**config.mk**
```make
export PLATFORM = sky130hd
export DESIGN_NAME = ctx_save_seq
export DESIGN_NICKNAME = d
export VERILOG_FILES = /design/src/rtl/ctx_save_pkg.sv /design/src/rtl/ctx_sp_select.sv /design/src/rtl/ctx_frame_pack.sv /design/src/rtl/ctx_save_fsm.sv /design/src/rtl/ctx_save_seq.sv
export SDC_FILE = /design/constraint.sdc
export NUM_CORES = 1
export LEC_CHECK = 0
export ABC_AREA = 1
export BUFFER_PORTS_ARGS = -buffer_cell sky130_fd_sc_hd__buf_2
export CAP_MARGIN = 20
export CORE_MARGIN = 1
export CORE_UTILIZATION = 32
export CTS_CLUSTER_SIZE = 25
export DETAILED_ROUTE_END_ITERATION = 16
export GPL_ROUTABILITY_DRIVEN = 0
export HOLD_SLACK_MARGIN = 0.03
export PLACE_DENSITY_LB_ADDON = 0.05
export SYNTH_ARGS = -nofsm -noshare
export SYNTH_HDL_FRONTEND = slang
export SYNTH_SLANG_ARGS = --single-unit
```
**constraint.sdc**
```tcl
create_clock -name clk_i -period 2.4 [get_ports clk_i]
set_input_delay 0.12 -clock clk_i [delete_from_list [all_inputs] [get_ports clk_i]]
set_output_delay 0.12 -clock clk_i [all_outputs]
set_load 0.005 [all_outputs]
```
**src/rtl/ctx_save_pkg.sv**
```systemverilog
package ctx_save_pkg;
  typedef enum logic {ST_IDLE, ST_SAVE} state_e;

  // bN is the byte stored at pointer-N
  typedef struct packed {
    logic [7:0] b1;
    logic [7:0] b2;
    logic [7:0] b3;
    logic [7:0] b4;
  } frame_t;
endpackage

```
**src/rtl/ctx_sp_select.sv**
```systemverilog
module ctx_sp_select #(
  parameter int AW     = 16,
  parameter int NUM_W  = 6,
  parameter int USR_LO = 32
) (
  input  logic             sw_int_i,
  input  logic [NUM_W-1:0] int_num_i,
  input  logic [AW-1:0]    isp_i,
  input  logic [AW-1:0]    usp_i,
  output logic [AW-1:0]    sp_o,
  output logic             use_usp_o
);
  localparam int NUM_MAX = (1 << NUM_W) - 1;

  always_comb begin
    use_usp_o = sw_int_i && (int'(int_num_i) >= USR_LO) && (int'(int_num_i) <= NUM_MAX);
    sp_o      = use_usp_o ? usp_i : isp_i;
  end
endmodule

```
**src/rtl/ctx_frame_pack.sv**
```systemverilog
module ctx_frame_pack
  import ctx_save_pkg::*;
#(
  parameter int PCW = 20,
  parameter int FW  = 16
) (
  input  logic [PCW-1:0] pc_i,
  input  logic [FW-1:0]  flg_i,
  output frame_t         frame_o
);
  localparam int PC_HI = PCW - 16;  // high PC bits above the low 16
  localparam int FL_HI = 4;         // flag bits kept above the low byte

  logic [3:0] pc_top;
  logic [3:0] flg_top;

  always_comb begin
    pc_top  = 4'(pc_i[PCW-1 -: PC_HI]);
    flg_top = flg_i[FW-1 -: FL_HI];
    frame_o.b1 = {flg_top, pc_top};
    frame_o.b2 = flg_i[7:0];
    frame_o.b3 = pc_i[15:8];
    frame_o.b4 = pc_i[7:0];
  end
endmodule

```
**src/rtl/ctx_save_fsm.sv**
```systemverilog
module ctx_save_fsm
  import ctx_save_pkg::*;
#(
  parameter int AW = 16
) (
  input  logic          clk_i,
  input  logic          rst_ni,
  input  logic          accept_i,
  input  logic [AW-1:0] base_i,
  input  logic          use_usp_i,
  input  frame_t        frame_i,
  output logic          mem_we_o,
  output logic [AW-1:0] mem_addr_o,
  output logic [1:0]    mem_be_o,
  output logic [15:0]   mem_wdata_o,
  output logic [AW-1:0] sp_o,
  output logic          sp_sel_o,
  output logic          done_o
);
  localparam logic [AW-1:0] FRAME_BYTES = AW'(4);

  state_e        state_q;
  logic [1:0]    step_q;
  logic [AW-1:0] base_q;
  logic          odd_q;
  frame_t        frame_q;
  logic          sel_q;
  logic [AW-1:0] sp_q;
  logic          sp_sel_q;
  logic          done_q;
  logic          last;
  logic [AW-1:0] off;
  logic [7:0]    cur_byte;

  always_comb begin
    last = odd_q ? (step_q == 2'd3) : (step_q == 2'd1);
    off  = odd_q ? AW'({1'b0, step_q} + 3'd1) : AW'(({1'b0, step_q} + 3'd1) << 1);
    unique case (step_q)
      2'd0:    cur_byte = frame_q.b1;
      2'd1:    cur_byte = frame_q.b2;
      2'd2:    cur_byte = frame_q.b3;
      default: cur_byte = frame_q.b4;
    endcase
    mem_we_o   = (state_q == ST_SAVE);
    mem_addr_o = base_q - off;
    if (!odd_q) begin
      mem_be_o    = 2'b11;
      mem_wdata_o = (step_q == 2'd0) ? {frame_q.b1, frame_q.b2} : {frame_q.b3, frame_q.b4};
    end else begin
      mem_be_o    = mem_addr_o[0] ? 2'b10 : 2'b01;
      mem_wdata_o = {cur_byte, cur_byte};
    end
  end

  always_ff @(posedge clk_i or negedge rst_ni) begin
    if (!rst_ni) begin
      state_q  <= ST_IDLE;
      step_q   <= '0;
      base_q   <= '0;
      odd_q    <= 1'b0;
      frame_q  <= '0;
      sel_q    <= 1'b0;
      sp_q     <= '0;
      sp_sel_q <= 1'b0;
      done_q   <= 1'b0;
    end else begin
      done_q <= 1'b0;
      unique case (state_q)
        ST_IDLE: if (accept_i) begin
          state_q <= ST_SAVE;
          step_q  <= '0;
          base_q  <= base_i;
          odd_q   <= base_i[0];
          frame_q <= frame_i;
          sel_q   <= use_usp_i;
        end
        default: begin
          if (last) begin
            state_q  <= ST_IDLE;
            done_q   <= 1'b1;
            sp_q     <= base_q - FRAME_BYTES;
            sp_sel_q <= sel_q;
          end else begin
            step_q <= step_q + 2'd1;
          end
        end
      endcase
    end
  end

  assign sp_o     = sp_q;
  assign sp_sel_o = sp_sel_q;
  assign done_o   = done_q;

  a_r3_word_aligned: assert property (@(posedge clk_i) disable iff (!rst_ni)
    (mem_we_o && !odd_q) |-> (mem_be_o == 2'b11 && !mem_addr_o[0]));
  a_r4_byte_lane: assert property (@(posedge clk_i) disable iff (!rst_ni)
    (mem_we_o && odd_q) |-> ($countones(mem_be_o) == 1 && mem_be_o[1] == mem_addr_o[0]));
  a_r5_done_after_write: assert property (@(posedge clk_i) disable iff (!rst_ni)
    done_o |-> ($past(mem_we_o) && !mem_we_o));
  a_r5_done_single: assert property (@(posedge clk_i) disable iff (!rst_ni)
    done_o |=> !done_o);
  a_r5_sp_last_addr: assert property (@(posedge clk_i) disable iff (!rst_ni)
    done_o |-> (sp_o == $past(mem_addr_o)));
  a_r6_base_held: assert property (@(posedge clk_i) disable iff (!rst_ni)
    (mem_we_o && accept_i) |=> $stable(base_q));
endmodule

```
**src/rtl/ctx_save_seq.sv**
```systemverilog
module ctx_save_seq
  import ctx_save_pkg::*;
#(
  parameter int AW    = 16,
  parameter int PCW   = 20,
  parameter int FW    = 16,
  parameter int NUM_W = 6
) (
  input  logic             clk_i,
  input  logic             rst_ni,
  input  logic             accept_i,
  input  logic             sw_int_i,
  input  logic [NUM_W-1:0] int_num_i,
  input  logic [PCW-1:0]   pc_i,
  input  logic [FW-1:0]    flg_i,
  input  logic [AW-1:0]    isp_i,
  input  logic [AW-1:0]    usp_i,
  output logic             mem_we_o,
  output logic [AW-1:0]    mem_addr_o,
  output logic [1:0]       mem_be_o,
  output logic [15:0]      mem_wdata_o,
  output logic [AW-1:0]    sp_o,
  output logic             sp_sel_o,
  output logic             done_o
);
  logic [AW-1:0] base;
  logic          use_usp;
  frame_t        frame;

  ctx_sp_select #(.AW(AW), .NUM_W(NUM_W), .USR_LO(32)) u_sel (
    .sw_int_i (sw_int_i),
    .int_num_i(int_num_i),
    .isp_i    (isp_i),
    .usp_i    (usp_i),
    .sp_o     (base),
    .use_usp_o(use_usp)
  );

  ctx_frame_pack #(.PCW(PCW), .FW(FW)) u_pack (
    .pc_i   (pc_i),
    .flg_i  (flg_i),
    .frame_o(frame)
  );

  ctx_save_fsm #(.AW(AW)) u_fsm (
    .clk_i      (clk_i),
    .rst_ni     (rst_ni),
    .accept_i   (accept_i),
    .base_i     (base),
    .use_usp_i  (use_usp),
    .frame_i    (frame),
    .mem_we_o   (mem_we_o),
    .mem_addr_o (mem_addr_o),
    .mem_be_o   (mem_be_o),
    .mem_wdata_o(mem_wdata_o),
    .sp_o       (sp_o),
    .sp_sel_o   (sp_sel_o),
    .done_o     (done_o)
  );
endmodule

```
After elaboration in Yosys (flattened, before gate mapping)

Cells that the tools add are included.

Register bits after elaboration: 71
Input bits: 78
Output and inout port bits: 53
Word-level logic and storage cells: 44

$add $sub $neg: 4
Magnitude comparators: 1
Equality and inequality tests: 4
Multiplexer cells: 16
Bitwise gates (word level): 1
Reduce and logical (&&, ||, !) cells: 6

Operators with widths:

| kind                  | count |
|---|---|
| $mux 16               | 4 |
| $pmux 8 s3            | 1 |
| $sub 16x16->16        | 1 |
| $sub 16x3->16 const B | 1 |
| $mux 2                | 5 |
| $ge 6x6->1 const B    | 1 |
| $mux 1                | 6 |
| $reduce_and 2->1      | 3 |
| $eq 2x2->1 const B    | 2 |
| $add 2x1->3 const B   | 1 |
| $add 2x1->2 const B   | 1 |
| $eq 2x1->1 const B    | 1 |
| $logic_not 2->1       | 1 |
| $ne 2x2->1 const B    | 1 |
| $reduce_bool 2->1     | 1 |
| $logic_and 1x1->1     | 1 |
| $not 1->1             | 1 |

Longest topological paths before layout

Gate-level depths: netlist (run 1).

Word-level depth: 5
Gate-level depth with buffers: 11

Hierarchy

From an unflattened synthesis (run 1), not the netlist that was laid out.

Cells, all modules: 580
Area total of the unflattened synthesis: 4355.4 um^2

By module, submodules not included:

| module         | instances | cells an instance | area an instance (um^2) |
|---|---|---|---|
| ctx_save_fsm   | 1         | 493               | 3826.2 |
| ctx_sp_select  | 1         | 55                | 289.0 |
| ctx_frame_pack | 1         | 32                | 240.2 |

Worst setup path after synthesis (run 1)

Ideal clock, no wire load.

Kind: register -> output
Start point: register u_fsm.step_q[0]
End point: output port mem_addr_o[5]
Arrival time: 1.966 ns
Data required time: 2.280 ns
Setup slack: 0.314 ns
Cell stages (with the launch flop): 10
Path buffers: 0
Cell sequence: dfrtp_1 > inv_1 > ha_1 > o21ai_0 > ha_1 > nand2_1 > nand2_1 > nand2_1 > nand2_1 > xor2_1

Cells in the longest elaborated chain, start to end: 3

Ends and longest elaborated chain:

| what                   | RTL line           | text |
|---|---|---|
| from (decl)            | ctx_save_fsm.sv:23 | `logic [1:0] step_q;` |
| from (signal assigned) | ctx_save_fsm.sv:84 | `step_q <= step_q + 2'd1;` |
| $add 2x1->3            | ctx_save_fsm.sv:37 | `off = odd_q ? AW'({1'b0, step_q} + 3'd1) : AW'(({1'b0, step_q} + 3'd1) << 1);` |
| $mux 16                | ctx_save_fsm.sv:37 |  |
| $sub 16x16->16         | ctx_save_fsm.sv:45 | `mem_addr_o = base_q - off;` |
| to (decl)              | ctx_save_seq.sv:19 | `output logic [AW-1:0] mem_addr_o,` |

No other way between the ends.

Worst setup path in the final report (run 1)

Start point: register u_fsm.step_q[1]
End point: output port mem_addr_o[7]

The elaborated chain is that of the path after synthesis.

==> results of run 1 <==
## cells in the mapped netlist (all sizes together)
| master | count | share of area |
|---|---|---|
| ha | 9 | 0.028 |
| nand4 | 7 | 0.011 |
| nor2 | 37 | 0.041 |
| inv | 60 | 0.057 |
| a21oi | 20 | 0.026 |
| xor2 | 10 | 0.022 |
| nand2 | 165 | 0.16 |
| xnor2 | 1 | 0.0022 |
| conb | 1 | 0.00094 |
| clkbuf | 9 | 0.0088 |
| a21boi | 1 | 0.0019 |
| o21ai | 91 | 0.11 |
| fa | 1 | 0.0050 |
| buf | 14 | 0.024 |
| dfrtp | 70 | 0.44 |
| nand3 | 19 | 0.024 |
| o22ai | 15 | 0.023 |
| o21a | 7 | 0.013 |
| or2 | 1 | 0.0016 |
## report_power, final
part / switching (uW) / internal [uW]
combinational: 2690 / 1780
clock: 490 / 935
sequential: 400 / 1750
total: 3580 / 4460
## final cells by class
| class | instances | area [um^2] | share of cell area |
|---|---|---|---|
| clock buffer | 12 | 246 | 0.0443 |
| clock inverter | 4 | 70.1 | 0.0126 |
| inverter | 60 | 228 | 0.0410 |
| multi-input combinational | 386 | 1930 | 0.348 |
| sequential | 70 | 1750 | 0.315 |
| tap | 168 | 210 | 0.0378 |
| timing repair buffer | 177 | 1120 | 0.202 |
## per-stage QoR
stage                      util  hold WS (ns)  total power, uW  setup TNS, ns
after floorplan               -        -0.176             4620              0
after global placement    0.397         0.149             6210              0
after detailed placement  0.397         0.154             6250              0
after CTS                 0.459        0.0362             8050         -0.164
after global routing      0.459        0.0565             8740          -2.09
final                     0.459        0.0484             8040         -0.255
## flip-flops by register name, indices dropped and copies added, names as in the netlist
| signal | flops |
|---|---|
| u_fsm.sp_o | 16 |
| u_fsm.mem_we_o | 1 |
| u_fsm.done_o | 1 |
| u_fsm.sel_q | 1 |
| u_fsm.base_q | 16 |
| u_fsm.sp_sel_o | 1 |
| u_fsm.step_q | 2 |
| u_fsm.frame_q | 32 |
## logic make-up after synthesis
kind of cell	synth area share
AOI/OAI and AO/OA	0.179
xor gates and xnor gates	0.0241
adders and majority gates	0.0332
buffers and inverters	0.0902
DFF	0.439
other	0.000939
and+or+nand+nor	0.234
## routing by layer
metal / up-vias / part of all wire / routed length, um / track usage
li1: 2073 / - / - / -
met1: 1869 / 0.52 / 6640 / 0.325
met2: 132 / 0.41 / 5220 / 0.283
met3: 15 / 0.060 / 774 / 0.0345
met4: 0 / 0.015 / 187 / 0.0746
met5: - / 0 / 0 / 0
## repair_timing
item	4_1_cts	5_1_grt
hold endpoints to repair	53	0
cloned	1	0
pin swaps	9	2
gates resized for setup	11	3
hold buffers	33	0
setup endpoints to repair	13	20
buffers inserted	7	0
## worst max path at each step
stage               cells past startpoint  slack, ns            start             to
floorplan                               9       0.31  u_fsm.step_q[0]  mem_addr_o[5]
global placement                        8       0.04  u_fsm.step_q[0]  mem_addr_o[6]
detailed placement                      8       0.01  u_fsm.step_q[0]  mem_addr_o[6]
CTS                                    10      -0.04  u_fsm.step_q[1]  mem_addr_o[6]
global route                           10      -0.18  u_fsm.step_q[1]  mem_addr_o[6]
finish                                 11      -0.06  u_fsm.step_q[1]  mem_addr_o[7]
## worst min-delay path: stages
cell	delay, ns
buf_2	0.09
nand2_1	0.06
a21oi_1	0.06
==> reports/qor.txt, run 1 <==
Clock Path Buffers: 2
routed len/inst: 14.6 um
post-route minimum period: 2.46 ns
CP Data Required Time: 2.28 ns
crit-path cells: ha_2, or2_1, o21ai_1, ha_1, buf_4, nand2_1, nand2_2, nand2_4, nand2_1, xor2_1, buf_2
Vias: 4089
hold endpoint: u_fsm.base_q[1]
critical path startpoint category: register
antenna violations before repair: 0
dpl hpwl: 9.15 mm
RR Endpoint: u_fsm.sp_o[0]
Worst Hold Class: in -> reg
slowest CP cell: dfrtp_1
vias in the first global route: 3871
Final Hold Fails: 0
Ys Warns: 0
placed inst area: 4810 um^2
DR iter-0 viols: 238
RSZ-0062 raised after global routing: true
antenna-violating nets left: 0
IO Port Bufs: 121
die height: 114 um
Worst EP arrival: 2.34 ns
CP peak stage delay: 0.41 ns
CTS Root Cell: clkbuf_16
failing checks: negative setup slack
worst hold path startpoint: usp_i[1]
insertion delay to the later sink of the worst-skew pair: 0.33 ns
Yosys cell types: 29
Pleak: 0.00288 uW
syn_area_per_cell: 7.42 um^2
Reg clk slew, reported paths: 0.06 ns
Detailed Routing Iterations Pass 1: 4
Num CTS Buffers: 9
Inst Count DP: 820
Starting Density: 0.330
most common cell after layout, fill and taps aside: nand2_1
critical path peak fanout: 5
Worst Clk Skew: 0.00508 ns
WHS Path Cells: 3
Critical R2R Launch: u_fsm.step_q[0]
Peak VDD IR: 470 uV
post-synthesis sequential area ratio: 0.439
CORE AREA: 12100 um^2
Layout Nets: 792
Area Overhead vs Synth: 39.2%
worst setup margin: -0.0565 ns
Fill cells: 1289
Tot GR Track Use: 0.208
die area: 12900 um^2
H-tree Lvls: 3
Netlist Area Pre-Place: 3990 um^2
largest net degree at the start of global routing: 40
Reg2Reg Setup Slack: 0.59 ns
drt total wl: 12.8 mm
fin. max-slew vios: 0
total grt overflow: 0
FP Rows: 40
DR DRC count: 0
Worst-Margin Slew: 0.650 ns
CTS Sinks: 70
R2R cell count: 10
TritonCTS clock tree: built
antenna cells: 0
crit path buf inv count: 2
Final Cycle Share: 1.02
Mapped Nets: 626
non-filler cells, final: 877
FF+latch count, synth: 70
most frequent cells in the layout: 160 x nand2_1, 121 x buf_2, 78 x o21ai_0
share of layout cells above drive strength 1: 0.257
Max-cap violations: 0
delay-heaviest family, CP: simple AND/OR/NAND/NOR gates
first-pass GRT wire length: 20.4 mm
# IOs: 131
PwrDens: 1450 nW/um^2
Worst Path Class, Setup: reg -> out
Post-Place Setup Slack: 0.0138 ns
Finished Cell Area: 5560 um^2
Rel. slew slack: 0.566
Post-Syn Instances: 538
DR vias/cell: 4.66
Crit. End Element: output pin
Most common cell on crit path: nand2_1
Die X: 114 um
final setup fails: 9
status: finished with violations
fmax: 0.407 GHz
No activity file was read; power rests on OpenSTA's default activity.
==> run 2, diff against run 1 <==
--- a/config.mk
+++ b/config.mk
@@ -6,15 +6,16 @@
 export NUM_CORES = 1
 export LEC_CHECK = 0
 export ABC_AREA = 1
-export BUFFER_PORTS_ARGS = -buffer_cell sky130_fd_sc_hd__buf_2
 export CAP_MARGIN = 20
 export CORE_MARGIN = 1
-export CORE_UTILIZATION = 32
+export CORE_UTILIZATION = 41
 export CTS_CLUSTER_SIZE = 25
 export DETAILED_ROUTE_END_ITERATION = 16
+export DONT_BUFFER_PORTS = 1
 export GPL_ROUTABILITY_DRIVEN = 0
 export HOLD_SLACK_MARGIN = 0.03
 export PLACE_DENSITY_LB_ADDON = 0.05
+export SKIP_LAST_GASP = 1
 export SYNTH_ARGS = -nofsm -noshare
 export SYNTH_HDL_FRONTEND = slang
 export SYNTH_SLANG_ARGS = --single-unit
==> reports/qor.txt, run 2 (synthesized netlist as in run 1, its figures left out) <==
routed len/inst: 15.3 um (+4.9%)
CTS Root Cell: clkbuf_8
largest net degree at the start of global routing: 71 (+78%)
most common cell after layout, fill and taps aside: nand2_1
die height: 101 um (-11%)
DR vias/cell: 5.10 (+9.3%)
Final Hold Fails: 0 (unchanged)
dpl hpwl: 7.91 mm (-14%)
flip-flop count of the largest register after layout: 32 (unchanged)
Crit. End Element: output pin
DR iter-0 viols: 175 (-26%)
TritonCTS clock tree: built
slowest CP cell: dfrtp_1
Layout Nets: 697 (-12%)
Final Cycle Share: 0.959 (-0.0643)
FP Rows: 35 (-13%)
post-route minimum period: 2.30 ns (-0.154 ns)
fin util: 0.560 (+0.101)
critical path startpoint category: register
Area Overhead vs Synth: 30.8%
RSZ-0062 raised after global routing: true
Sequential Area: 1750 um^2 (+0.14%)
CP peak stage delay: 0.40 ns (about the same)
crit path buf inv count: 1 (-1)
Vias: 3788 (-7.4%)
multi-input combinational cell area: 1980 um^2 (+2.6%)
Critical R2R Launch: u_fsm.mem_we_o
Worst EP arrival: 2.18 ns (-0.16 ns)
critical path peak fanout: 8 (+3)
RR Endpoint: u_fsm.base_q[0]
Tot GR Track Use: 0.233 (+0.0253)
met3 WL: 816 um (+5.4%)
Worst Hold Class: in -> reg
Worst Clk Skew: 0.0103 ns (+0.00524 ns)
Reg clk slew, reported paths: 0.07 ns (about the same)
# IOs: 131 (unchanged)
Reg2Reg Setup Slack: 0.25 ns (-0.34 ns)
top sig layer: met4
vias in the first global route: 3467 (-10%)
Clock Path Buffers: 2 (unchanged)
Fill cells: 918 (-29%)
worst setup path end: mem_addr_o[6]
insertion delay to the later sink of the worst-skew pair: 0.34 ns (about the same)
WL met2: 4.75 mm (-9.2%)
largest register by flop count: u_fsm.frame_q
Max-cap violations: 0 (unchanged)
total grt overflow: 0 (unchanged)
fin. max-slew vios: 0 (unchanged)
antenna-violating nets left: 0 (unchanged)
M1 wire length: 5.70 mm (-14%)
CP Data Required Time: 2.28 ns (about the same)
Starting Density: 0.428 (+0.0984)
status: completed
delay-heaviest family, CP: adder cells
Detailed Routing Iterations Pass 1: 5 (+1)
die area: 10100 um^2 (-22%)
CORE AREA: 9330 um^2 (-23%)
antenna violations before repair: 0 (unchanged)
antenna cells: 0 (unchanged)
R2R cell count: 7 (-3)
crit-path cells: inv_2, ha_4, o21ai_2, fa_2, a21oi_4, nand2_2, xor2_2
final setup fails: 0 (-9)
most frequent cells in the layout: 157 x nand2_1, 78 x o21ai_0, 68 x dfrtp_1
share of layout cells above drive strength 1: 0.112 (-0.144)
H-tree Lvls: 3 (unchanged)
Peak VDD IR: 542 uV (+15%)
fmax: 0.434 GHz (+6.7%)
CTS Sinks: 70 (unchanged)
drt total wl: 11.4 mm (-11%)
Pleak: 0.00248 uW (-14%)
Num CTS Buffers: 9 (unchanged)
IO Port Bufs: 0 (-100%)
DR DRC count: 0 (unchanged)
final hold slack: 0.139 ns (+0.0907 ns)
PwrDens: 1420 nW/um^2 (-1.5%)
Worst setup startpoint: u_fsm.step_q[1]
first-pass GRT wire length: 17.9 mm (-12%)
Die X: 101 um (-11%)
Worst Path Class, Setup: reg -> out
WP depth: 7 (-4)
run 2: power breakdown:
| part | total, uW | switching [uW] | internal [uW] |
|---|---|---|---|
| registers | 2200 | 452 | 1750 |
| logic | 4030 | 2500 | 1540 |
| clock network | 1200 | 456 | 747 |
| total | 7440 | 3410 | 4030 |
run 2: worst min path at each step:
stage / from / end / slack (ns) / depth (start not counted)
finish: accept_i / u_fsm.mem_we_o / 0.14 / 2
global route: accept_i / u_fsm.frame_q[31] / 0.18 / 3
CTS: accept_i / u_fsm.mem_we_o / 0.13 / 2
detailed placement: rst_ni / u_fsm.done_o / -0.17 / 0
global placement: rst_ni / u_fsm.done_o / -0.17 / 0
floorplan: rst_ni / u_fsm.base_q[0] / -0.18 / 0
run 2: through the flow:
| stage | power [uW] | setup TNS (ns) | std cells | instance area (um^2) | setup slack [ns] |
|---|---|---|---|---|---|
| after floorplan | 4620 | 0 | 538 | 3990 | 0.314 |
| after global placement | 5450 | 0 | 653 | 4130 | 0.104 |
| after detailed placement | 5510 | 0 | 653 | 4130 | 0.0504 |
| after CTS | 7230 | 0 | 739 | 5140 | 0.00910 |
| after global routing | 8080 | -0.00592 | 743 | 5220 | -0.00592 |
| final | 7440 | 0 | 743 | 5220 | 0.0978 |
run 2: repair_timing:
| item | CTS | global route |
|---|---|---|
| buffers inserted | 4 | 3 |
| hold buffers | 66 | 0 |
| pin swaps | 5 | 6 |
| cloned | 0 | 1 |
| endpoints found under the hold margin | 118 | 0 |
| setup endpoints to repair | 13 | 14 |
| gates resized for setup | 13 | 15 |
run 2: routing by layer:
metal,track usage,up-vias
met2,0.327,131
li1,-,1872
met1,0.354,1773
met4,0.0870,0
met5,0,-
met3,0.0437,12
run 2: worst reg2reg max path: stages (launching register included):
cell,delay (ns)
dfrtp_1,0.44
inv_2,0.11
nand2_2,0.19
inv_4,0.26
buf_12,0.21
o21ai_0,0.12
o22ai_1,0.16
dlygate4sd3_1,0.58
run 2: area by class of cell:
class,instances,area share
Clock buffer,11,0.0290
Clock inverter,5,0.0201
Inverter,60,0.0441
Multi-Input combinational cell,386,0.379
Sequential cell,70,0.336
Tap cell,129,0.0309
Timing Repair Buffer,82,0.161
==> run 3, diff against run 2 <==
--- a/config.mk
+++ b/config.mk
@@ -14,6 +14,7 @@
 export DONT_BUFFER_PORTS = 1
 export GPL_ROUTABILITY_DRIVEN = 0
 export HOLD_SLACK_MARGIN = 0.03
+export MAX_ROUTING_LAYER = met4
 export PLACE_DENSITY_LB_ADDON = 0.05
 export SKIP_LAST_GASP = 1
 export SYNTH_ARGS = -nofsm -noshare
==> constraint.sdc (replaced) <==
create_clock -name clk_i -period 2.85 [get_ports clk_i]
set_input_delay 0.1425 -clock clk_i [delete_from_list [all_inputs] [get_ports clk_i]]
set_output_delay 0.1425 -clock clk_i [all_outputs]
set_load 0.005 [all_outputs]
==> reports/qor.txt, run 3 (synthesized netlist as in run 1, its figures left out) <==
status: completed
most frequent cells in the layout: 161 x nand2_1, 79 x o21ai_0, 70 x dfrtp_1
worst setup margin: 0.152 ns (+0.0541 ns)
post-route minimum period: 2.70 ns
DR DRC count: 0 (unchanged)
first-pass GRT wire length: 17.5 mm (-2.5%)
H-tree Lvls: 3 (unchanged)
Worst Hold Class: in -> reg
vias in the first global route: 3348 (-3.4%)
drt total wl: 11.2 mm (-2.2%)
largest register by flop count: u_fsm.frame_q
Layout Nets: 679 (-2.6%)
fmax: 0.371 GHz
Die X: 101 um (unchanged)
Starting Density: 0.428 (unchanged)
CTS Root Cell: clkbuf_8
Vias: 3696 (-2.4%)
CTS Sinks: 70 (unchanged)
Sequential Area: 1750 um^2 (-0.14%)
final setup fails: 0 (unchanged)
Num CTS Buffers: 9 (unchanged)
DR vias/cell: 5.10 (about the same)
CP Data Required Time: 2.71 ns (+0.43 ns)
antenna cells: 0 (unchanged)
total grt overflow: 0 (unchanged)
Finished Cell Area: 4940 um^2 (-5.5%)
Worst EP arrival: 2.56 ns (+0.38 ns)
multi-input combinational cell area: 1890 um^2 (-4.5%)
Tot GR Track Use: 0.234 (+0.000268)
share of layout cells above drive strength 1: 0.0587 (-0.0537)
DR iter-0 viols: 170 (-2.9%)
die area: 10100 um^2 (unchanged)
die height: 101 um (unchanged)
Final Hold Fails: 0 (unchanged)
insertion delay to the later sink of the worst-skew pair: 0.35 ns (about the same)
Fill cells: 948 (+3.3%)
TritonCTS clock tree: built
largest net degree at the start of global routing: 71 (unchanged)
Max-cap violations: 0 (unchanged)
slowest CP cell: dfrtp_1
PnR Total Power: 5730 uW (-23%)
placed inst area: 4060 um^2 (-1.7%)
Pleak: 0.00237 uW (-4.5%)
Reg clk slew, reported paths: 0.08 ns (about the same)
CP peak stage delay: 0.49 ns (+0.09 ns)
FP Rows: 35 (unchanged)
RSZ-0062 raised after global routing: false
Setup TNS: 0 ns (unchanged)
Worst Clk Skew: 0.00996 ns (-0.000352 ns)
Detailed Routing Iterations Pass 1: 5 (unchanged)
Area Overhead vs Synth: 23.7%
flip-flop count of the largest register after layout: 32 (unchanged)
fin. max-slew vios: 0 (unchanged)
most common cell after layout, fill and taps aside: nand2_1
Clock Path Buffers: 2 (unchanged)
Post-CTS Setup Bufs: 0 (-4)
Final Cycle Share: 0.947
antenna-violating nets left: 0 (unchanged)
crit-path cells: inv_1, ha_1, o21ai_1, fa_1, a21oi_4, nand2_1, xor2_1
PwrDens: 1160 nW/um^2 (-18%)
critical path peak fanout: 8 (unchanged)
Peak VDD IR: 450 uV (-17%)
routed len/inst: 15.4 um (+0.26%)
critical path startpoint category: register
antenna violations before repair: 0 (unchanged)
Worst-Margin Slew: 0.612 ns
CORE AREA: 9330 um^2 (unchanged)
IO Port Bufs: 0 (unchanged)
Post-Place Setup Slack: 0.360 ns (+0.309 ns)
dpl hpwl: 7.68 mm (-2.9%)
Rel. slew slack: 0.592
Crit. End Element: output pin
Worst Path Class, Setup: reg -> out
# IOs: 131 (unchanged)
[run 3: path summary, 6_finish.rpt]
path	startpoint	to	slack, ns	cells after the start
max	u_fsm.step_q[0]	mem_addr_o[6]	0.15	7
min	isp_i[5]	u_fsm.base_q[5]	0.05	2
min reg2reg	u_fsm.frame_q[24]	u_fsm.frame_q[24]	0.48	2
max reg2reg	u_fsm.mem_we_o	u_fsm.base_q[3]	0.49	7
max in group asynchronous	rst_ni	u_fsm.frame_q[7]	2.17	2
min in group asynchronous	rst_ni	u_fsm.sp_o[5]	0.38	2
[run 3: cell type report]
| type | count | area share |
|---|---|---|
| Inverter | 60 | 0.0461 |
| Clock inverter | 5 | 0.0165 |
| Tap cell | 129 | 0.0327 |
| Multi-Input combinational cell | 385 | 0.383 |
| Clock buffer | 11 | 0.0307 |
| Sequential cell | 70 | 0.355 |
| Timing Repair Buffer | 65 | 0.136 |
[run 3: worst max-delay path, delay by kind of cell, from the launching register on]
kind / cells / cell delay [ns]
XOR/XNOR: 1 / 0.24
AO/OA/AOI/OAI: 2 / 0.42
flip-flops: 1 / 0.49
buffers and inverters: 1 / 0.13
AND/OR/NAND/NOR: 1 / 0.12
adder cells (fa/ha/maj): 2 / 0.82
[run 3: routing by layer]
| layer | wire length, um | track usage |
|---|---|---|
| met3 | 669 | 0.0402 |
| met2 | 4630 | 0.328 |
| met1 | 5670 | 0.342 |
| met4 | 189 | 0.0713 |
| met5 | 0 | - |
[run 3: repair_timing]
item                       in CTS  in global routing
gates cloned                    0                  0
gates resized for setup         1                  2
setup endpoints to repair       1                  9
hold endpoints to repair      118                  0
hold buffers                   62                  0
[run 3: power breakdown]
group	internal (uW)	switching [uW]
sequential	1470	373
clock	541	390
combinational	1020	1940
[run 3: metrics by stage]
step / hold slack, ns / util / instances
5_1_grt: 0.0668 / 0.529 / 725
2_1_floorplan: -0.153 / - / 538
4_1_cts: 0.0324 / 0.529 / 725
3_5_place_dp: -0.152 / 0.435 / 647
6_report: 0.0478 / 0.529 / 725
3_3_place_gp: -0.151 / 0.435 / 647
